--- src/rtl/sc_cell_pkg.sv ---
package sc_cell_pkg;

  localparam int LEN_SEL_W = 2;

  // length code k selects base << k, capped at the largest supported length
  function automatic int unsigned decode_len(input logic [LEN_SEL_W-1:0] code,
                                             input int unsigned base_len,
                                             input int unsigned max_len);
    int unsigned l;
    l = base_len << code;
    if (l > max_len) l = max_len;
    return l;
  endfunction

endpackage

--- src/rtl/sc_rst_sync.sv ---
module sc_rst_sync #(
  parameter int STAGES = 2
) (
  input  logic clk,
  input  logic rst_n,
  output logic rst_n_o
);
  logic [STAGES-1:0] sync_q;

  always_ff @(posedge clk or negedge rst_n) begin
    if (!rst_n) sync_q <= '0;
    else        sync_q <= {sync_q[STAGES-2:0], 1'b1};
  end

  assign rst_n_o = sync_q[STAGES-1];
endmodule

--- src/rtl/sc_and_tree.sv ---
module sc_and_tree #(
  parameter int N_IN = 6
) (
  input  logic [N_IN-1:0] in_i,
  output logic            prod_o
);
  localparam int N_NODE = 2*N_IN - 1;

  // heap layout: leaves occupy the top N_IN slots, N_IN-1 two-input gates below
  logic [N_NODE-1:0] node;

  always_comb begin
    node = '0;
    for (int i = 0; i < N_IN; i++) node[N_IN-1+i] = in_i[i];
    for (int k = N_IN-2; k >= 0; k--) node[k] = node[2*k+1] & node[2*k+2];
  end

  assign prod_o = node[0];
endmodule

--- src/rtl/sc_cell_ctrl.sv ---
module sc_cell_ctrl
  import sc_cell_pkg::*;
#(
  parameter int unsigned MIN_LEN = 64,
  parameter int unsigned MAX_LEN = 256,
  localparam int CNT_W = $clog2(MAX_LEN + 1)
) (
  input  logic                 clk,
  input  logic                 rst_n,
  input  logic                 start_i,
  input  logic [LEN_SEL_W-1:0] len_sel_i,
  input  logic                 valid_i,
  output logic                 take_o,
  output logic [CNT_W-1:0]     bits_o,
  output logic                 done_o
);
  localparam logic [CNT_W-1:0] ONE = CNT_W'(1);

  logic             running_q, running_d;
  logic             done_q, done_d;
  logic [CNT_W-1:0] bits_q, bits_d;
  logic [CNT_W-1:0] len_q, len_d;
  logic             last_bit;

  always_comb begin
    take_o    = running_q & valid_i & ~start_i;
    last_bit  = (bits_q + ONE) == len_q;
    running_d = running_q;
    done_d    = done_q;
    bits_d    = bits_q;
    len_d     = len_q;
    if (start_i) begin
      running_d = 1'b1;
      done_d    = 1'b0;
      bits_d    = '0;
      len_d     = CNT_W'(decode_len(len_sel_i, MIN_LEN, MAX_LEN));
    end else if (take_o) begin
      bits_d = bits_q + ONE;
      if (last_bit) begin
        running_d = 1'b0;
        done_d    = 1'b1;
      end
    end
  end

  always_ff @(posedge clk or negedge rst_n) begin
    if (!rst_n) begin
      running_q <= 1'b0;
      done_q    <= 1'b0;
      bits_q    <= '0;
      len_q     <= CNT_W'(MAX_LEN);
    end else begin
      running_q <= running_d;
      done_q    <= done_d;
      bits_q    <= bits_d;
      len_q     <= len_d;
    end
  end

  assign bits_o = bits_q;
  assign done_o = done_q;

  AST_BITS_BOUND: assert property (@(posedge clk) disable iff (!rst_n)
    bits_q <= len_q);
  AST_DONE_EXACT: assert property (@(posedge clk) disable iff (!rst_n)
    done_q |-> (bits_q == len_q));
  AST_START_CLEARS: assert property (@(posedge clk) disable iff (!rst_n)
    start_i |=> (!done_q && bits_q == '0));
  AST_DONE_HOLDS: assert property (@(posedge clk) disable iff (!rst_n)
    (done_q && !start_i) |=> (done_q && $stable(bits_q)));
endmodule

--- src/rtl/sc_ones_acc.sv ---
module sc_ones_acc #(
  parameter int unsigned MAX_LEN = 256,
  localparam int CNT_W = $clog2(MAX_LEN + 1)
) (
  input  logic             clk,
  input  logic             rst_n,
  input  logic             clear_i,
  input  logic             take_i,
  input  logic             bit_i,
  output logic [CNT_W-1:0] cnt_o
);
  localparam logic [CNT_W-1:0] ONE = CNT_W'(1);

  logic [CNT_W-1:0] cnt_q, cnt_d;

  always_comb begin
    cnt_d = cnt_q;
    if (clear_i)               cnt_d = '0;
    else if (take_i && bit_i)  cnt_d = cnt_q + ONE;
  end

  always_ff @(posedge clk or negedge rst_n) begin
    if (!rst_n) cnt_q <= '0;
    else        cnt_q <= cnt_d;
  end

  assign cnt_o = cnt_q;

  AST_ONE_STEP: assert property (@(posedge clk) disable iff (!rst_n)
    !clear_i |=> (cnt_q == $past(cnt_q) || cnt_q == $past(cnt_q) + ONE));
  AST_IDLE_HOLD: assert property (@(posedge clk) disable iff (!rst_n)
    (!take_i && !clear_i) |=> $stable(cnt_q));
  AST_CLEAR_ZERO: assert property (@(posedge clk) disable iff (!rst_n)
    clear_i |=> (cnt_q == '0));
endmodule

--- src/rtl/sc_lik_cell.sv ---
module sc_lik_cell
  import sc_cell_pkg::*;
#(
  parameter int unsigned NUM_SENSORS = 3,
  parameter int unsigned MIN_LEN     = 64,
  parameter int unsigned MAX_LEN     = 256,
  localparam int N_STREAM = 2 * NUM_SENSORS,
  localparam int CNT_W    = $clog2(MAX_LEN + 1)
) (
  input  logic                 clk,
  input  logic                 rst_n,
  input  logic                 start_i,
  input  logic [LEN_SEL_W-1:0] len_sel_i,
  input  logic                 valid_i,
  input  logic [N_STREAM-1:0]  bits_i,
  output logic [CNT_W-1:0]     count_o,
  output logic                 done_o
);
  logic             rst_n_s;
  logic             prod;
  logic             take;
  logic [CNT_W-1:0] bits_seen;

  sc_rst_sync #(.STAGES(2)) u_rst (
    .clk     (clk),
    .rst_n   (rst_n),
    .rst_n_o (rst_n_s)
  );

  sc_and_tree #(.N_IN(N_STREAM)) u_tree (
    .in_i   (bits_i),
    .prod_o (prod)
  );

  sc_cell_ctrl #(.MIN_LEN(MIN_LEN), .MAX_LEN(MAX_LEN)) u_ctrl (
    .clk       (clk),
    .rst_n     (rst_n_s),
    .start_i   (start_i),
    .len_sel_i (len_sel_i),
    .valid_i   (valid_i),
    .take_o    (take),
    .bits_o    (bits_seen),
    .done_o    (done_o)
  );

  sc_ones_acc #(.MAX_LEN(MAX_LEN)) u_acc (
    .clk     (clk),
    .rst_n   (rst_n_s),
    .clear_i (start_i),
    .take_i  (take),
    .bit_i   (prod),
    .cnt_o   (count_o)
  );

  AST_NO_OVERFLOW: assert property (@(posedge clk) disable iff (!rst_n_s)
    count_o <= bits_seen);
  AST_FROZEN_WHEN_DONE: assert property (@(posedge clk) disable iff (!rst_n_s)
    (done_o && !start_i) |=> $stable(count_o));
endmodule

--- config.mk ---
export PLATFORM = sky130hd
export DESIGN_NAME = sc_lik_cell
export DESIGN_NICKNAME = d
export VERILOG_FILES = /design/src/rtl/sc_cell_pkg.sv /design/src/rtl/sc_rst_sync.sv /design/src/rtl/sc_and_tree.sv /design/src/rtl/sc_cell_ctrl.sv /design/src/rtl/sc_ones_acc.sv /design/src/rtl/sc_lik_cell.sv
export SDC_FILE = /design/constraint.sdc
export NUM_CORES = 1
export LEC_CHECK = 0
export BUFFER_PORTS_ARGS = -buffer_cell sky130_fd_sc_hd__buf_2
export CAP_MARGIN = 20
export CORE_MARGIN = 2
export CORE_UTILIZATION = 49
export CTS_BUF_LIST = sky130_fd_sc_hd__clkbuf_16
export CTS_CLUSTER_SIZE = 8
export DETAILED_ROUTE_END_ITERATION = 6
export MAX_ROUTING_LAYER = met4
export PLACE_DENSITY_LB_ADDON = 0.08
export SLEW_MARGIN = 0
export SYNTH_ARGS = -nofsm -noshare
export SYNTH_HDL_FRONTEND = slang
export SYNTH_SLANG_ARGS = --single-unit
--- constraint.sdc ---
create_clock -name clk -period 0.8 [get_ports clk]
set_input_delay 0.12 -clock clk [delete_from_list [all_inputs] [get_ports clk]]
set_output_delay 0.12 -clock clk [all_outputs]
set_load 0.03 [all_outputs]
==> impl_metrics.tcl, run 1 <==
set metrics [dict create \
    yosys-top-cells-count "dfrtp_1 (24), nor2_1 (17), xor2_1 (14), nand2_1 (10), nand4_1 (8)" \
    clockBufferDepth 2 \
    grt_max_degree 25 \
    finalMaxSlewViolations 0 \
    synth_seq_cells 25 \
    initial_core_util_pct 52.8 \
    grt_pass1_wl_um 6250 \
    hold_path.startpoint "len_sel_i[1]" \
    hold_path.class "in -> reg" \
    coreArea_sq_um 2520 \
    die-area_sq_um 3150 \
    finalPower_mw 2.87 \
    path_class "reg -> reg" \
    rrSetupSlack_ns -0.84 \
    io_pins 22 \
    power_frac_clock_pct 42.4 \
    synth_compound_area_share_pct 9.12 \
    clock_latency_ns 0.27 \
    synth_area_leaders "dfrtp_1 (45%), xor2_1 (9.2%), nor2_1 (4.8%)" \
    p_switching_mw 0.717 \
    postRouteWirelength_um 3860 \
    setup_viol_count_final 32 \
    crit_required_ns 0.96 \
    synth-seq-area-share_pct 47.1 \
    yosys.area.top_type "dfrtp_1" \
    synth-main-ff-cell "dfrtp_1" \
    synth_xor_area_share_pct 13.2 \
    synthesis.nets 145 \
    via_per_inst 5.44 \
    grt_use_total_pct 26.3 \
    rsz0062_at_grt "true" \
    hpwl_um 2230 \
    max_freq_mhz 611 \
    async_reset_ff_share_pct 100 \
    synth_edf_count 0 \
    num_vias 1234 \
    power.internal_mw 2.15 \
    fin_crit_sh_pct 205 \
    syn_area_per_cell_sq_um 10.2 \
    area_growth_pct 61.3 \
    r2r_end "u_ctrl.running_q" \
    routedWlPerCell_um 17.0 \
    violations "negative setup slack" \
    ir_drop_uv 1980 \
    worst-r2r-cell-count 6 \
    drtPass1Iterations 4 \
    power_frac_comb_pct 11.1 \
    hold_viol 0 \
    worst-path-max-fanout 5 \
    fin_util_pct 85.1 \
    synthAdderAreaFrac_pct 1.88 \
    endpoint "u_ctrl.running_q" \
    drc_errors 0 \
    ys_types 36 \
    hold_ws_ns 0.0522 \
    timing.rr.start "u_ctrl.bits_o[0]" \
    io_buffers 21 \
    sw_frac_of_total_pct 25.0 \
    tritoncts "yes" \
    yosysMostFrequentCell "dfrtp_1" \
    cp.arrival_ns 1.80 \
    worst_setup_path_end_kind "flop" \
    syn_area_sq_um 1330 \
    synth_cells 131 \
    synthMuxAreaShare_pct 2.44 \
    drtIter0Drc 53 \
    cts_htree_levels 1 \
    yosysWarnings 0 \
    powerDensity_nw_per_um2 1340 \
    final.setup.worst_slack_ns -0.838 \
    drive_gt1_share_pct 53.8 \
    fin_crit_ns 1.64 \
    cts_root_buffer "clkbuf_16" \
    yosysTopAreaCellShare_pct 45.1 \
    leakagePower_nw 1.01 \
    grt_overflow 0 \
    path_clk_slew_ns 0.07 \
    synth-simple-area-share_pct 21.5 \
    fin_skew_ns 0.00332 \
    num_rows 18 \
    die_w_um 56.1 \
    cp-start-kind "flop" \
    finalNetCount 212 \
    clock-sinks 25 \
    antenna_found_initial 0 \
    gp_congestion 0.862 \
    cts-buffers-inserted 3 \
    place_ws_ns -0.873 \
    grt_pass1_vias 1373 \
    die_h_um 56.1 \
    antenna_left 0 \
    cap_violations 0 \
    outcome "finished with violations" \
    power_frac_seq_pct 46.5 \
    synth_top_family_by_area "simple AND/OR/NAND/NOR gates" \
    crit_start "u_ctrl.bits_o[0]" \
    num_antenna_cells 0 \
]
==> per-layer routing <==
| metal | GRT usage, % | part of all wire, % | up-vias | wire [um] |
|---|---|---|---|---|
| met5 | - | 0 | - | 0 |
| met4 | 9.86 | 2.5 | 0 | 97 |
| met3 | 6.05 | 4.3 | 10 | 165 |
| met2 | 43.5 | 51 | 35 | 1960 |
| met1 | 31.1 | 42 | 602 | 1640 |
| li1 | - | - | 587 | - |
==> critical path: stages, from the launching register on <==
cell and delay [ns]:
dfrtp_2 0.44, ha_4 0.18, a21o_1 0.16, a311o_1 0.38, o41ai_4 0.07, o2111ai_2 0.15, o21a_1 0.14
==> what timing repair did <==
item,in CTS,in global routing
buffers inserted,8,7
hold endpoints to repair,2,0
hold buffers,1,0
resized for setup,40,10
cloned,0,0
pin swaps,8,4
endpoints found under the setup margin,31,32
==> cells in the final DEF, fill, tap and decap left out, types with 2 or more instances in the layout <==
cell type | netlist | routed
buf_6 | 3 | 23
nor4_1 | 2 | 2
nand2_1 | 10 | 8
nand3_1 | 5 | 2
a21oi_2 | 0 | 2
buf_2 | 0 | 11
or3_4 | 0 | 2
dfrtp_2 | 0 | 8
xor2_1 | 14 | 13
and4_4 | 2 | 2
mux2_2 | 2 | 2
nand4_1 | 8 | 8
buf_4 | 0 | 33
clkbuf_16 | 0 | 3
xnor2_1 | 6 | 6
o21ai_0 | 3 | 3
and3_1 | 3 | 2
dfrtp_1 | 24 | 16
nor2_1 | 17 | 16
nand3_2 | 0 | 2
==> metrics by stage <==
step | std cells | TNS, ns | cell area [sq um]
final | 227 | -13.17 | 2150
after global routing | 227 | -14.74 | 2150
after CTS | 223 | -12.41 | 2070
after detailed placement | 210 | -10.60 | 1780
after global placement | 210 | -9.74 | 1780
after floorplan | 131 | -7.22 | 1410
==> cells by family after synthesis <==
family          count (synthesis)
compound gates                 16
xor+xnor                       20
fa+ha+maj                       2
buf+inv                        10
flops                          25
mux                             3
other cells                     1
simple gates                   54
==> sequential cells by signal (all words and copies together) (netlist names) <==
signal            cells
u_rst.sync_q          2
u_acc.cnt_o           9
u_ctrl.bits_o         9
u_ctrl.len_q          3
u_ctrl.done_o         1
u_ctrl.running_q      1
==> power by group through the flow <==
stage,clock network [mW],registers [mW],logic [mW]
final,1.22,1.33,0.317
after global routing,1.29,1.34,0.353
after CTS,1.20,1.33,0.298
after detailed placement,0,1.35,0.268
after global placement,0,1.35,0.262
after floorplan,0,1.37,0.120
==> worst min path at each step <==
| stage | slack (ns) | to | cells after the start |
|---|---|---|---|
| after floorplan | -0.18 | u_rst.sync_q[0] | 0 |
| after CTS | 0.05 | u_ctrl.len_q[7] | 2 |
| after global routing | 0.06 | u_ctrl.len_q[7] | 2 |
| after global placement | -0.1 | u_rst.sync_q[1] | 1 |
| after detailed placement | -0.09 | u_rst.sync_q[1] | 1 |
| final | 0.05 | u_ctrl.len_q[7] | 2 |
==> area by class of cell <==
class	instances	area [sq um]
Clock inverter	1	8.76
Fill cell	128	375
Clock buffer	3	75.1
Inverter	3	13.8
Timing Repair Buffer	69	592
Multi-Input combinational cell	96	783
Tap cell	30	37.5
Sequential cell	25	637
Power figures use the tool's default switching activity.
==> run 2, diff against run 1 <==
--- a/config.mk
+++ b/config.mk
@@ -15,5 +15,4 @@
 export MAX_ROUTING_LAYER = met4
 export PLACE_DENSITY_LB_ADDON = 0.08
-export SLEW_MARGIN = 0
 export SYNTH_ARGS = -nofsm -noshare
 export SYNTH_HDL_FRONTEND = slang
==> constraint.sdc (replaced) <==
create_clock -name clk -period 0.8 [get_ports clk]
set_input_delay 0.12 -clock clk [delete_from_list [all_inputs] [get_ports clk]]
set_output_delay 0.12 -clock clk [all_outputs]
set_load 0.02 [all_outputs]
==> run 2 against run 1 <==
The flow still finishes with violations (negative setup slack). Routed wire length grew 7.4%. Combinational power grew 6.3%. Clock skew grew 0.0017 ns. Critical endpoint unchanged. Highest routed layer unchanged.
==> impl_metrics.tcl, run 2 (synthesis results as in run 1) <==
set metrics [dict create \
    finalMaxSlewViolations 0 \
    final_common_cell "buf_4" \
    drc_errors 0 \
    io_buffers 21 \
    rsz0062_at_grt "true" \
    drive_gt1_share_pct 52.6 \
    crit_required_ns 0.95 \
    outcome "finished with violations" \
    fin_crit_sh_pct 205 \
    worst-path-max-fanout 5 \
    grt_max_degree 14 \
    grt_overflow 0 \
    critPathMaxStageDelay_ns 0.45 \
    fill_cells 125 \
    hold_viol 0 \
    fin_crit_ns 1.64 \
    cts_root_buffer "clkbuf_16" \
    die_w_um 56.1 \
    coreArea_sq_um 2520 \
    clock-sinks 25 \
    hold_path.class "in -> reg" \
    grt_use_total_pct 27.0 \
    ir_drop_uv 1500 \
    io_pins 22 \
    antenna_left 0 \
    path_cells "ha_4 > a21o_1 > a311o_1 > o41ai_4 > o2111ai_2 > o21a_1" \
    gp_congestion 0.915 \
    setup_tns_ns -13.29 \
    path_class "reg -> reg" \
    postRouteWirelength_um 4140 \
    grt_pass1_vias 1329 \
    cp.arrival_ns 1.79 \
    place_ws_ns -0.845 \
    num_rows 18 \
    powerDensity_nw_per_um2 1330 \
    hold_ws_ns 0.0613 \
    cts-buffers-inserted 3 \
    final.setup.worst_slack_ns -0.840 \
    die_h_um 56.1 \
    clock_latency_ns 0.26 \
    cp-start-kind "flop" \
    worst_setup_path_end_kind "flop" \
    initial_core_util_pct 52.8 \
    die-area_sq_um 3150 \
    num_antenna_cells 0 \
    antenna_found_initial 0 \
    final_cells 224 \
    fin_skew_ns 0.00501 \
    tritoncts "yes" \
    cts_htree_levels 1 \
    max_freq_mhz 610 \
    cpMaxStageDelayCell "dfrtp_2" \
    setup_viol_count_final 31 \
    drtPass1Iterations 4 \
    via_per_inst 5.77 \
    layout_common_cells "buf_4 (33), buf_6 (21), nor2_1 (16), dfrtp_1 (16), xor2_1 (13)" \
    grt_pass1_wl_um 6400 \
    path_clk_slew_ns 0.06 \
    hpwl_um 2490 \
    dp_cells 210 \
    area_growth_pct 58.3 \
    drtIter0Drc 32 \
    leakagePower_nw 0.995 \
    finalNetCount 209 \
    ff_latch_area_sq_um 637 \
    violations "negative setup slack" \
    cap_violations 0 \
    multi_input_area_sq_um 788 \
    num_vias 1293 \
    clockBufferDepth 2 \
    routedWlPerCell_um 18.5 \
]
run 2: layout make-up:
type | instances | share of cell area [%]
sequential | 25 | 30.2
clock inverter | 1 | 0.178
inverter | 3 | 0.772
tap | 30 | 1.78
multi-input combinational | 96 | 37.4
timing repair buffer | 66 | 26.1
clock buffer | 3 | 3.56
run 2: stage by stage:
stage | power [mW] | util [%] | area [sq um]
floorplan | 1.49 | - | 1400
global placement | 1.61 | 69.7 | 1760
detailed placement | 1.62 | 69.7 | 1760
CTS | 2.77 | 81.1 | 2040
global route | 2.88 | 83.5 | 2110
finish | 2.79 | 83.5 | 2110
run 2: worst max-delay path, delay by kind of cell (launching register included):
kind | cells | cell delay (ns)
AOI/OAI and AO/OA | 5 | 0.90
DFF | 1 | 0.45
adders and majority gates | 1 | 0.18
run 2: final timing paths:
kind | endpoint | startpoint | cells past startpoint | slack [ns]
max in group asynchronous | u_ctrl.len_q[8] | u_rst.sync_q[1] | 1 | 0.35
hold reg to reg | u_ctrl.bits_o[7] | u_rst.sync_q[1] | 1 | 0.22
min in group asynchronous | u_rst.sync_q[0] | rst_n | 2 | 0.17
setup reg to reg | u_ctrl.running_q | u_ctrl.bits_o[1] | 6 | -0.84
setup / recovery | u_ctrl.running_q | u_ctrl.bits_o[1] | 6 | -0.84
hold / removal | u_ctrl.len_q[7] | len_sel_i[1] | 2 | 0.06
run 2: what timing repair did:
| item | in CTS | in global routing |
|---|---|---|
| setup endpoints to repair | 31 | 32 |
| hold buffers | 1 | 0 |
| pin swaps | 2 | 2 |
| buffers inserted | 6 | 4 |
| hold endpoints to repair | 2 | 0 |
| gates resized for setup | 40 | 9 |
run 2: layer usage:
layer | global-route usage (%) | vias to the layer above | share of wire, %
met2 | 46.9 | 57 | 53
met4 | 10.2 | 0 | 3.2
li1 | - | 579 | -
met5 | - | - | 0
met1 | 31.5 | 640 | 40
met3 | 3.95 | 17 | 3.9
run 2: power breakdown:
part           switching (mW)  internal (mW)  total, mW
combinational           0.174          0.163      0.337
clock                   0.457          0.670       1.13
sequential             0.0313           1.30       1.33
==> run 3, diff against run 2 <==
- CORE_UTILIZATION: 49 -> 40
==> run 3 against run 2 <==
Critical path type unchanged. Register-to-register slack gained 0.07 ns. Non-clock buffer count did not move. Highest routed layer unchanged. Count of clock-buffer cells in the layout stayed put. Largest power group unchanged. The flow still finishes with violations (negative setup slack). Final area down 0.83%. Total power is 0.90% lower.
==> impl_metrics.tcl, run 3 (synthesis results as in run 1) <==
set metrics [dict create \
    hold_path.class "in -> reg" \
    fin_crit_sh_pct 196 \
    cts_htree_levels 1 \
    die_h_um 61.7 \
    antenna_found_initial 0 \
    initial_core_util_pct 42.9 \
    outcome "finished with violations" \
    final_cells 238 \
    grt_pass1_wl_um 5510 \
    io_pins 22 \
    antenna_left 0 \
    ir_drop_uv 650 \
    path_cells "ha_4 > a21o_1 > a311o_1 > o41ai_2 > o2111ai_1 > o21a_1" \
    final_common_cell "buf_4" \
    cts-buffers-inserted 3 \
    grt_overflow 0 \
    powerDensity_nw_per_um2 1330 \
    drive_gt1_share_pct 51.0 \
    cp-start-kind "flop" \
    critPathMaxStageDelay_ns 0.44 \
    grt_use_total_pct 20.5 \
    die_w_um 61.7 \
    hpwl_um 2310 \
    finalMaxSlewViolations 0 \
    whs_path_depth 2 \
    ff_latch_area_sq_um 637 \
    place_area_sq_um 1800 \
    path_clk_slew_ns 0.07 \
    drtPass1Iterations 4 \
    cts_root_buffer "clkbuf_16" \
    place_ws_ns -0.815 \
    finalPower_mw 2.77 \
    setup_viol_count_final 31 \
    io_buffers 21 \
    worst-path-max-fanout 5 \
    via_per_inst 5.05 \
    max_freq_mhz 639 \
    coreArea_sq_um 3100 \
    finalNetCount 209 \
    clock_latency_ns 0.26 \
    postRouteWirelength_um 3290 \
    num_rows 20 \
    final.setup.worst_slack_ns -0.766 \
    leakagePower_nw 0.988 \
    path_class "reg -> reg" \
    multi_input_area_sq_um 736 \
    fin_skew_ns 0.00232 \
    layout_common_cells "buf_4 (31), buf_6 (22), nor2_1 (16), dfrtp_1 (16), xor2_1 (13)" \
    clockBufferDepth 2 \
    cpMaxStageDelayCell "dfrtp_2" \
    worst-r2r-cell-count 6 \
    grt_pass1_vias 1237 \
    cap_violations 0 \
    grt_max_degree 24 \
    dp_cells 225 \
    num_vias 1203 \
    tritoncts "yes" \
    num_antenna_cells 0 \
    design_area_sq_um 2090 \
    fill_cells 256 \
    setup_tns_ns -12.10 \
    fin_crit_ns 1.57 \
    die-area_sq_um 3810 \
    rsz0062_at_grt "true" \
    drtIter0Drc 32 \
    routedWlPerCell_um 13.8 \
    violations "negative setup slack" \
    area_growth_pct 57.0 \
    cp.arrival_ns 1.72 \
    crit_required_ns 0.95 \
    gp_congestion 0.856 \
    hold_viol 0 \
    drc_errors 0 \
    clock-sinks 25 \
    worst_setup_path_end_kind "flop" \
]
==> run 3: layer usage <==
| layer | share of wire (%) | vias to the layer above | GRT usage [%] |
|---|---|---|---|
| met5 | 0 | - | - |
| li1 | - | 583 | - |
| met4 | 3.5 | 0 | 10.6 |
| met1 | 42 | 585 | 23.6 |
| met3 | 3.0 | 11 | 3.11 |
| met2 | 51 | 24 | 34.6 |
==> run 3: area by class of cell <==
class	instances	share of cell area [%]
multi-input cells	96	35.2
flip-flops and latches	25	30.5
repair buffers	66	27.1
clock buffers	3	3.59
well taps	44	2.63
inverters	3	0.659
clock inverters	1	0.359
==> run 3: report_power, final <==
| group | leakage, nW | internal, mW | switching, mW |
|---|---|---|---|
| Clock | 0.0371 | 0.679 | 0.466 |
| Sequential | 0.320 | 1.30 | 0.0298 |
| Combinational | 0.632 | 0.149 | 0.146 |
==> run 3: repair_timing <==
item / CTS / global route
pin swaps: 7 / 2
buffers inserted: 7 / 3
setup endpoints to repair: 31 / 31
resized for setup: 40 / 4
hold buffers: 1 / 0
hold endpoints to repair: 2 / 0
==> run 3: critical path: cells and delay by family (launching register included) <==
kind,cells,cell delay [ns]
AOI/OAI and AO/OA,5,0.83
DFF,1,0.44
adders and majority gates,1,0.18
==> run 3: path summary, 6_finish.rpt <==
| path | endpoint | start | slack [ns] |
|---|---|---|---|
| max | u_ctrl.running_q | u_ctrl.bits_o[1] | -0.77 |
| min in group asynchronous | u_rst.sync_q[0] | rst_n | 0.16 |
| max reg2reg | u_ctrl.running_q | u_ctrl.bits_o[1] | -0.77 |
| min reg2reg | u_ctrl.bits_o[2] | u_rst.sync_q[1] | 0.20 |
| max in group asynchronous | u_ctrl.len_q[8] | u_rst.sync_q[1] | 0.37 |
| min | u_ctrl.len_q[7] | len_sel_i[1] | 0.06 |
==> run 3: metrics by stage <==
| stage | hold WS [ns] | util, % |
|---|---|---|
| floorplan | -0.176 | - |
| detailed placement | -0.0930 | 57.9 |
| CTS | 0.0547 | 66.9 |
| finish | 0.0553 | 67.3 |
| global route | 0.0598 | 67.3 |
| global placement | -0.0952 | 57.9 |
